===== config.mk =====
export PLATFORM = sky130hd
export DESIGN_NAME = sync_burst_sram
export DESIGN_NICKNAME = d
export VERILOG_FILES = /design/src/rtl/sbs_pkg.sv /design/src/rtl/sbs_capture.sv /design/src/rtl/sbs_array.sv /design/src/rtl/sbs_wbuf.sv /design/src/rtl/sync_burst_sram.sv
export SDC_FILE = /design/constraint.sdc
export NUM_CORES = 1
export LEC_CHECK = 0
export BUFFER_PORTS_ARGS = -buffer_cell sky130_fd_sc_hd__buf_2
export CORE_ASPECT_RATIO = 1.25
export CORE_MARGIN = 4
export CORE_UTILIZATION = 65
export DETAILED_ROUTE_END_ITERATION = 16
export PLACE_DENSITY = 0.88
export SYNTH_ARGS = -nofsm -noshare
export SYNTH_HDL_FRONTEND = slang
export SYNTH_HIERARCHICAL = 1
export SYNTH_SLANG_ARGS = --single-unit

===== constraint.sdc =====
create_clock -name clk_i -period 4.31 [get_ports clk_i]
set_input_delay 0.2155 -clock clk_i [delete_from_list [all_inputs] [get_ports clk_i]]
set_output_delay 0.2155 -clock clk_i [all_outputs]
set_load 0.01 [all_outputs]

===== src/rtl/sbs_pkg.sv =====
package sbs_pkg;
  typedef enum logic [1:0] {
    CMD_IDLE  = 2'd0,
    CMD_READ  = 2'd1,
    CMD_WRITE = 2'd2
  } sbs_cmd_e;
endpackage


===== src/rtl/sbs_capture.sv =====
module sbs_capture import sbs_pkg::*; #(
  parameter int ADDR_W = 6,
  parameter int LANES  = 2,
  parameter int LANE_W = 9,
  localparam int WORD_W = LANES * LANE_W
) (
  input  logic              clk_i,
  input  logic              rst_ni,
  input  logic [ADDR_W-1:0] addr_i,
  input  logic [WORD_W-1:0] din_i,
  input  logic              sel_a_n_i,
  input  logic              sel_b_n_i,
  input  logic              sel_c_i,
  input  logic              gw_n_i,
  input  logic              bwe_n_i,
  input  logic [LANES-1:0]  lane_we_n_i,
  output logic [ADDR_W-1:0] addr_q_o,
  output logic [WORD_W-1:0] din_q_o,
  output logic [LANES-1:0]  wmask_q_o,
  output sbs_cmd_e          cmd_q_o
);
  logic              sel_a_n_q, sel_b_n_q, sel_c_q;
  logic              gw_n_q, bwe_n_q;
  logic [LANES-1:0]  lane_n_q;
  logic              selected;
  logic [LANES-1:0]  wmask;

  always_ff @(posedge clk_i or negedge rst_ni) begin
    if (!rst_ni) begin
      sel_a_n_q <= 1'b1;
      sel_b_n_q <= 1'b1;
      sel_c_q   <= 1'b0;
      gw_n_q    <= 1'b1;
      bwe_n_q   <= 1'b1;
      lane_n_q  <= '1;
      addr_q_o  <= '0;
      din_q_o   <= '0;
    end else begin
      sel_a_n_q <= sel_a_n_i;
      sel_b_n_q <= sel_b_n_i;
      sel_c_q   <= sel_c_i;
      gw_n_q    <= gw_n_i;
      bwe_n_q   <= bwe_n_i;
      lane_n_q  <= lane_we_n_i;
      addr_q_o  <= addr_i;
      din_q_o   <= din_i;
    end
  end

  assign selected = !sel_a_n_q && !sel_b_n_q && sel_c_q;

  // global write wins; lane enables only count under byte-write enable
  for (genvar g = 0; g < LANES; g++) begin : g_lane
    assign wmask[g] = selected && (!gw_n_q || (!bwe_n_q && !lane_n_q[g]));
  end

  assign wmask_q_o = wmask;

  always_comb begin
    if (!selected)   cmd_q_o = CMD_IDLE;
    else if (|wmask) cmd_q_o = CMD_WRITE;
    else             cmd_q_o = CMD_READ;
  end
endmodule


===== src/rtl/sbs_array.sv =====
module sbs_array #(
  parameter int ADDR_W = 6,
  parameter int LANES  = 2,
  parameter int LANE_W = 9,
  localparam int WORD_W = LANES * LANE_W,
  localparam int DEPTH  = 1 << ADDR_W
) (
  input  logic              clk_i,
  input  logic              we_i,
  input  logic [ADDR_W-1:0] waddr_i,
  input  logic [WORD_W-1:0] wdata_i,
  input  logic [LANES-1:0]  wmask_i,
  input  logic [ADDR_W-1:0] raddr_i,
  output logic [WORD_W-1:0] rdata_o
);
  logic [WORD_W-1:0] mem [DEPTH];

  for (genvar g = 0; g < LANES; g++) begin : g_lane
    always_ff @(posedge clk_i) begin
      if (we_i && wmask_i[g])
        mem[waddr_i][g*LANE_W +: LANE_W] <= wdata_i[g*LANE_W +: LANE_W];
    end
  end

  assign rdata_o = mem[raddr_i];
endmodule


===== src/rtl/sbs_wbuf.sv =====
module sbs_wbuf #(
  parameter int ADDR_W = 6,
  parameter int LANES  = 2,
  parameter int LANE_W = 9,
  localparam int WORD_W = LANES * LANE_W
) (
  input  logic              clk_i,
  input  logic              rst_ni,
  input  logic              load_i,
  input  logic [ADDR_W-1:0] addr_i,
  input  logic [WORD_W-1:0] data_i,
  input  logic [LANES-1:0]  mask_i,
  output logic              pend_vld_o,
  output logic [ADDR_W-1:0] pend_addr_o,
  output logic [WORD_W-1:0] pend_data_o,
  output logic [LANES-1:0]  pend_mask_o,
  input  logic [ADDR_W-1:0] rd_addr_i,
  input  logic [WORD_W-1:0] arr_word_i,
  output logic [WORD_W-1:0] rd_word_o
);
  logic hit;

  always_ff @(posedge clk_i or negedge rst_ni) begin
    if (!rst_ni) begin
      pend_vld_o  <= 1'b0;
      pend_addr_o <= '0;
      pend_data_o <= '0;
      pend_mask_o <= '0;
    end else begin
      pend_vld_o <= load_i;
      if (load_i) begin
        pend_addr_o <= addr_i;
        pend_data_o <= data_i;
        pend_mask_o <= mask_i;
      end
    end
  end

  // pending entry commits at the same edge the read samples the array
  assign hit = pend_vld_o && (pend_addr_o == rd_addr_i);

  for (genvar g = 0; g < LANES; g++) begin : g_merge
    assign rd_word_o[g*LANE_W +: LANE_W] = (hit && pend_mask_o[g])
        ? pend_data_o[g*LANE_W +: LANE_W]
        : arr_word_i[g*LANE_W +: LANE_W];
  end
endmodule


===== src/rtl/sync_burst_sram.sv =====
module sync_burst_sram import sbs_pkg::*; #(
  parameter int ADDR_W = 6,
  parameter int LANES  = 2,
  parameter int LANE_W = 9,
  localparam int WORD_W = LANES * LANE_W
) (
  input  logic              clk_i,
  input  logic              rst_ni,
  input  logic [ADDR_W-1:0] addr_i,
  input  logic [WORD_W-1:0] din_i,
  input  logic              sel_a_n_i,
  input  logic              sel_b_n_i,
  input  logic              sel_c_i,
  input  logic              gw_n_i,
  input  logic              bwe_n_i,
  input  logic [LANES-1:0]  lane_we_n_i,
  input  logic              oe_n_i,
  output logic [WORD_W-1:0] dout_o,
  output logic              dout_en_o
);
  logic [ADDR_W-1:0] addr_q;
  logic [WORD_W-1:0] din_q;
  logic [LANES-1:0]  wmask_q;
  sbs_cmd_e          cmd_q;
  logic              pend_vld;
  logic [ADDR_W-1:0] pend_addr;
  logic [WORD_W-1:0] pend_data;
  logic [LANES-1:0]  pend_mask;
  logic [WORD_W-1:0] arr_word, rd_word;
  logic [WORD_W-1:0] rd_q;
  logic              rd_vld_q;

  sbs_capture #(.ADDR_W(ADDR_W), .LANES(LANES), .LANE_W(LANE_W)) u_cap (
    .clk_i, .rst_ni, .addr_i, .din_i, .sel_a_n_i, .sel_b_n_i, .sel_c_i,
    .gw_n_i, .bwe_n_i, .lane_we_n_i,
    .addr_q_o(addr_q), .din_q_o(din_q), .wmask_q_o(wmask_q), .cmd_q_o(cmd_q)
  );

  sbs_wbuf #(.ADDR_W(ADDR_W), .LANES(LANES), .LANE_W(LANE_W)) u_wbuf (
    .clk_i, .rst_ni,
    .load_i(cmd_q == CMD_WRITE), .addr_i(addr_q), .data_i(din_q), .mask_i(wmask_q),
    .pend_vld_o(pend_vld), .pend_addr_o(pend_addr), .pend_data_o(pend_data),
    .pend_mask_o(pend_mask),
    .rd_addr_i(addr_q), .arr_word_i(arr_word), .rd_word_o(rd_word)
  );

  sbs_array #(.ADDR_W(ADDR_W), .LANES(LANES), .LANE_W(LANE_W)) u_arr (
    .clk_i, .we_i(pend_vld), .waddr_i(pend_addr), .wdata_i(pend_data),
    .wmask_i(pend_mask), .raddr_i(addr_q), .rdata_o(arr_word)
  );

  // output register only moves on a selected read
  always_ff @(posedge clk_i or negedge rst_ni) begin
    if (!rst_ni) begin
      rd_q     <= '0;
      rd_vld_q <= 1'b0;
    end else begin
      rd_vld_q <= (cmd_q == CMD_READ);
      if (cmd_q == CMD_READ) rd_q <= rd_word;
    end
  end

  assign dout_o    = rd_q;
  assign dout_en_o = rd_vld_q && !oe_n_i;
endmodule


==> impl_results.md <==
* Delay-heaviest family, CP: multiplexers
* IO Count at 53
* Buffers added on ports at 52
* Vias per cell at 7.56
* Critical path depth at 8
* Status: complete, no violations
* First-pass GRT wire length at 191,000 µm
* Setup Fix Bufs, Post-CTS at 0
* Ys flop type: edfxtp_1
* Final WL at 131,000 µm
* Critical Path Max Stage Delay at 0.69 ns
* Post-DRT Antenna Nets at 0
* DR iter-0 viols at 4,343
* Sequential area share after synthesis at 0.771
* Cell variety after synth at 47
* DRT Pass-1 Iters at 6
* Max Cap Viol at 0
* Worst-margin pin slew at 1.33 ns
* H-tree depth at 3
* Cts bufs inserted at 106
* Synthesized net count at 2,166
* Die height at 310 µm
* Largest net degree at the start of global routing at 67
* Async S/R FF share, synth at 0.0627
* Multi-input logic area at 10,200 µm²
* CTS Buffer Depth at 3
* Max frequency at 0.247 GHz
* NumNets Final at 2,321
* GRT met2 Usage at 0.582
* CTS clk-pin slew, worst paths at 0.07 ns
* Max VDD drop at 0.529 mV
* Initial antenna violation count at 3
* CP endpoint kind: register
* Relative slew slack at 0.117
* CP max stage cell: dfrtp_4
* Area added between synthesis and finish at 11.5%
* Utilization after layout at 0.732
* Setup Skew at 0.0331 ns
* Setup TNS at 0 ns
* Worst Hold Class: in -> reg
* CP Cell Sequence: buf_12 > buf_12 > mux4_2 > mux4_2 > o21ai_1 > o31ai_1 > mux2_2 > mux2_4
* Initial Utilization at 0.657
* Vias in the first global route at 25.7k
* Fin crit share at 0.940
* Site Rows at 110
* Die width at 249 µm
* CTS tree: done
* GR Layer Usage met1 at 0.422
* Static Leakage at 16.9 nW
* CP Data Arrival Time at 4.62 ns
* Power, Total at 26.2 mW
* Crit path buffers/inverters at 2
* Total of warnings raised by yosys at 6
* EDFF count, synth at 1,152
* Worst Path Max Fanout at 28
* Synth top cells by count: 1,152 x edfxtp_1, 305 x mux4_2, 140 x nor2_1
* Post-Syn Area at 47,400 µm²
* GR peak layer: met2
* Met3 GRT Util at 0.0828
* Fraction of layout cells with a size suffix above 1 at 0.295
* Final setup viols at 0
* Power per cell area at 496 nW/µm²
* Seq cells post-synth at 1,229
* Syn Inst Count at 2,132
* Die area at 77,300 µm²
* CTS root buf: clkbuf_16
* Area contributors post-synth: edfxtp_1 73%, mux4_2 15%, dfrtp_1 3.8%
* Core Area at 72,100 µm²
* Max Slew Vio Count at 0
* Total GRT Usage at 0.348
* WHS Path Cells at 2
* Crit Path Class: reg -> reg
* Vias at 25.2k
* Startpoint types: register
* Synth Area per Inst at 22.2 µm²
* FF-to-FF path depth at 8
* Clk_lat worst skew at 0.70 ns
* Seq. cell area at 36,600 µm²
* Filler cells at 3,599
* Top-area cell type share of the netlist area at 0.730
* Placer Congestion at 0.950
* Unrepaired setup endpoints after global routing: no
* WP data required at 4.88 ns
* Synth area leader: edfxtp_1
* Final Critical Period at 4.05 ns
* Drt drc at 0
* DP HPWL at 70,100 µm
* CTS sink count at 1,229
* Final Hold Fails at 0
* Drt wl/cell at 39.4 µm
* Grt ovf at 0
* Most common cell in the netlist: edfxtp_1
[repair_timing]
| action | CTS | global route |
|---|---|---|
| hold buffers | 32 | 0 |
| setup endpoints to repair | 0 | 0 |
| resized for setup | 0 | 0 |
| endpoints found under the hold margin | 82 | 0 |
[report_power, final]
| group | switching, mW | leakage [nW] | total [mW] | internal (mW) |
|---|---|---|---|---|
| Sequential | 0.637 | 11.3 | 14.5 | 13.8 |
| Clock | 4.39 | 1.71 | 9.74 | 5.35 |
| Combinational | 1.34 | 3.93 | 1.98 | 0.640 |
| Total | 6.37 | 16.9 | 26.2 | 19.8 |
[layout by cell type (no fill, tap or decap), types with 9 or more instances in the layout]
cell type | synthesis | layout
dfrtp_1 | 71 | 49
mux4_2 | 305 | 305
clkbuf_1 | 43 | 22
bufinv_16 | 0 | 11
edfxtp_1 | 1152 | 1152
buf_2 | 36 | 51
clkinv_2 | 0 | 24
nor2_1 | 140 | 140
buf_12 | 1 | 14
dlygate4sd3_1 | 0 | 32
dfrtp_2 | 0 | 18
a211oi_1 | 17 | 17
mux2_2 | 54 | 54
nand2_1 | 28 | 28
clkbuf_16 | 0 | 107
buf_4 | 21 | 66
mux2_4 | 9 | 9
o31ai_1 | 14 | 14
a22oi_1 | 17 | 17
a221oi_1 | 14 | 14
clkinv_1 | 2 | 17
o221ai_1 | 18 | 18
o21ai_1 | 13 | 13
nor2b_1 | 16 | 16
mux2i_1 | 64 | 64
o21ai_0 | 13 | 13
[worst register-to-register path, cell delays in order (launching register included)]
cell     delay, ns
dfrtp_4       0.69
buf_12        0.32
buf_12        0.30
mux4_2        0.60
mux4_2        0.53
o21ai_1       0.66
o31ai_1       0.23
mux2_2        0.34
mux2_4        0.27
[registers in the layout (all words and copies together), names as in the netlist]
register,count
u_arr/mem,1152
dout_o,18
u_cap/din_q_o,18
u_wbuf/pend_data_o,18
u_cap/addr_q_o,6
u_wbuf/pend_addr_o,6
u_cap/lane_n_q,2
u_wbuf/pend_mask_o,2
rd_vld_q,1
u_cap/bwe_n_q,1
u_cap/gw_n_q,1
u_cap/sel_a_n_q,1
u_cap/sel_b_n_q,1
u_cap/sel_c_q,1
u_wbuf/pend_vld_o,1
[through the flow]
step                instances  cell area (µm²)  setup WS (ns)  hold slack (ns)
floorplan                2132            47400           1.71          -0.0801
global placement         3099            49000          0.763            0.322
detailed placement       3099            49000          0.709            0.323
CTS                      3330            52800          0.603            0.151
global route             3330            52800          0.275            0.167
finish                   3334            52800          0.258            0.169
[worst paths after layout]
path                                   start                     to  slack (ns)
setup / recovery           u_cap/addr_q_o[0]              dout_o[8]        0.26
hold / removal                     addr_i[5]      u_cap/addr_q_o[5]        0.17
setup reg to reg           u_cap/addr_q_o[0]              dout_o[8]        0.26
hold reg to reg             u_cap/din_q_o[7]  u_wbuf/pend_data_o[7]        0.50
max in group asynchronous             rst_ni      u_cap/addr_q_o[4]        3.14
min in group asynchronous             rst_ni      u_cap/din_q_o[10]        0.20
[kinds of logic (layout without fill, tap and decap cells)]
family	after synthesis	count (layout)	synth area share
flip-flops	1229	1229	0.771
AND/OR/NAND/NOR	221	221	0.0213
XOR/XNOR	6	6	0.00111
buffers and inverters	121	367	0.0137
AO/OA/AOI/OAI	123	123	0.0184
multiplexers	432	432	0.174
other	0	4	0
[routing by layer]
layer  share of wire  routed length, µm
met2            0.50              65500
met5        0.000076                 10
met1            0.29              38600
met3            0.13              16500
met4           0.082              10800
[final cells by class]
class / instances / area share
sequential: 1229 / 0.692
multi-input combinational: 782 / 0.193
clock buffer: 135 / 0.0538
timing repair buffer: 163 / 0.0256
tap: 952 / 0.0226
clock inverter: 64 / 0.0120
inverter: 5 / 0.000355
antenna: 4 / 0.000190
(Power assumes the default switching activity.)
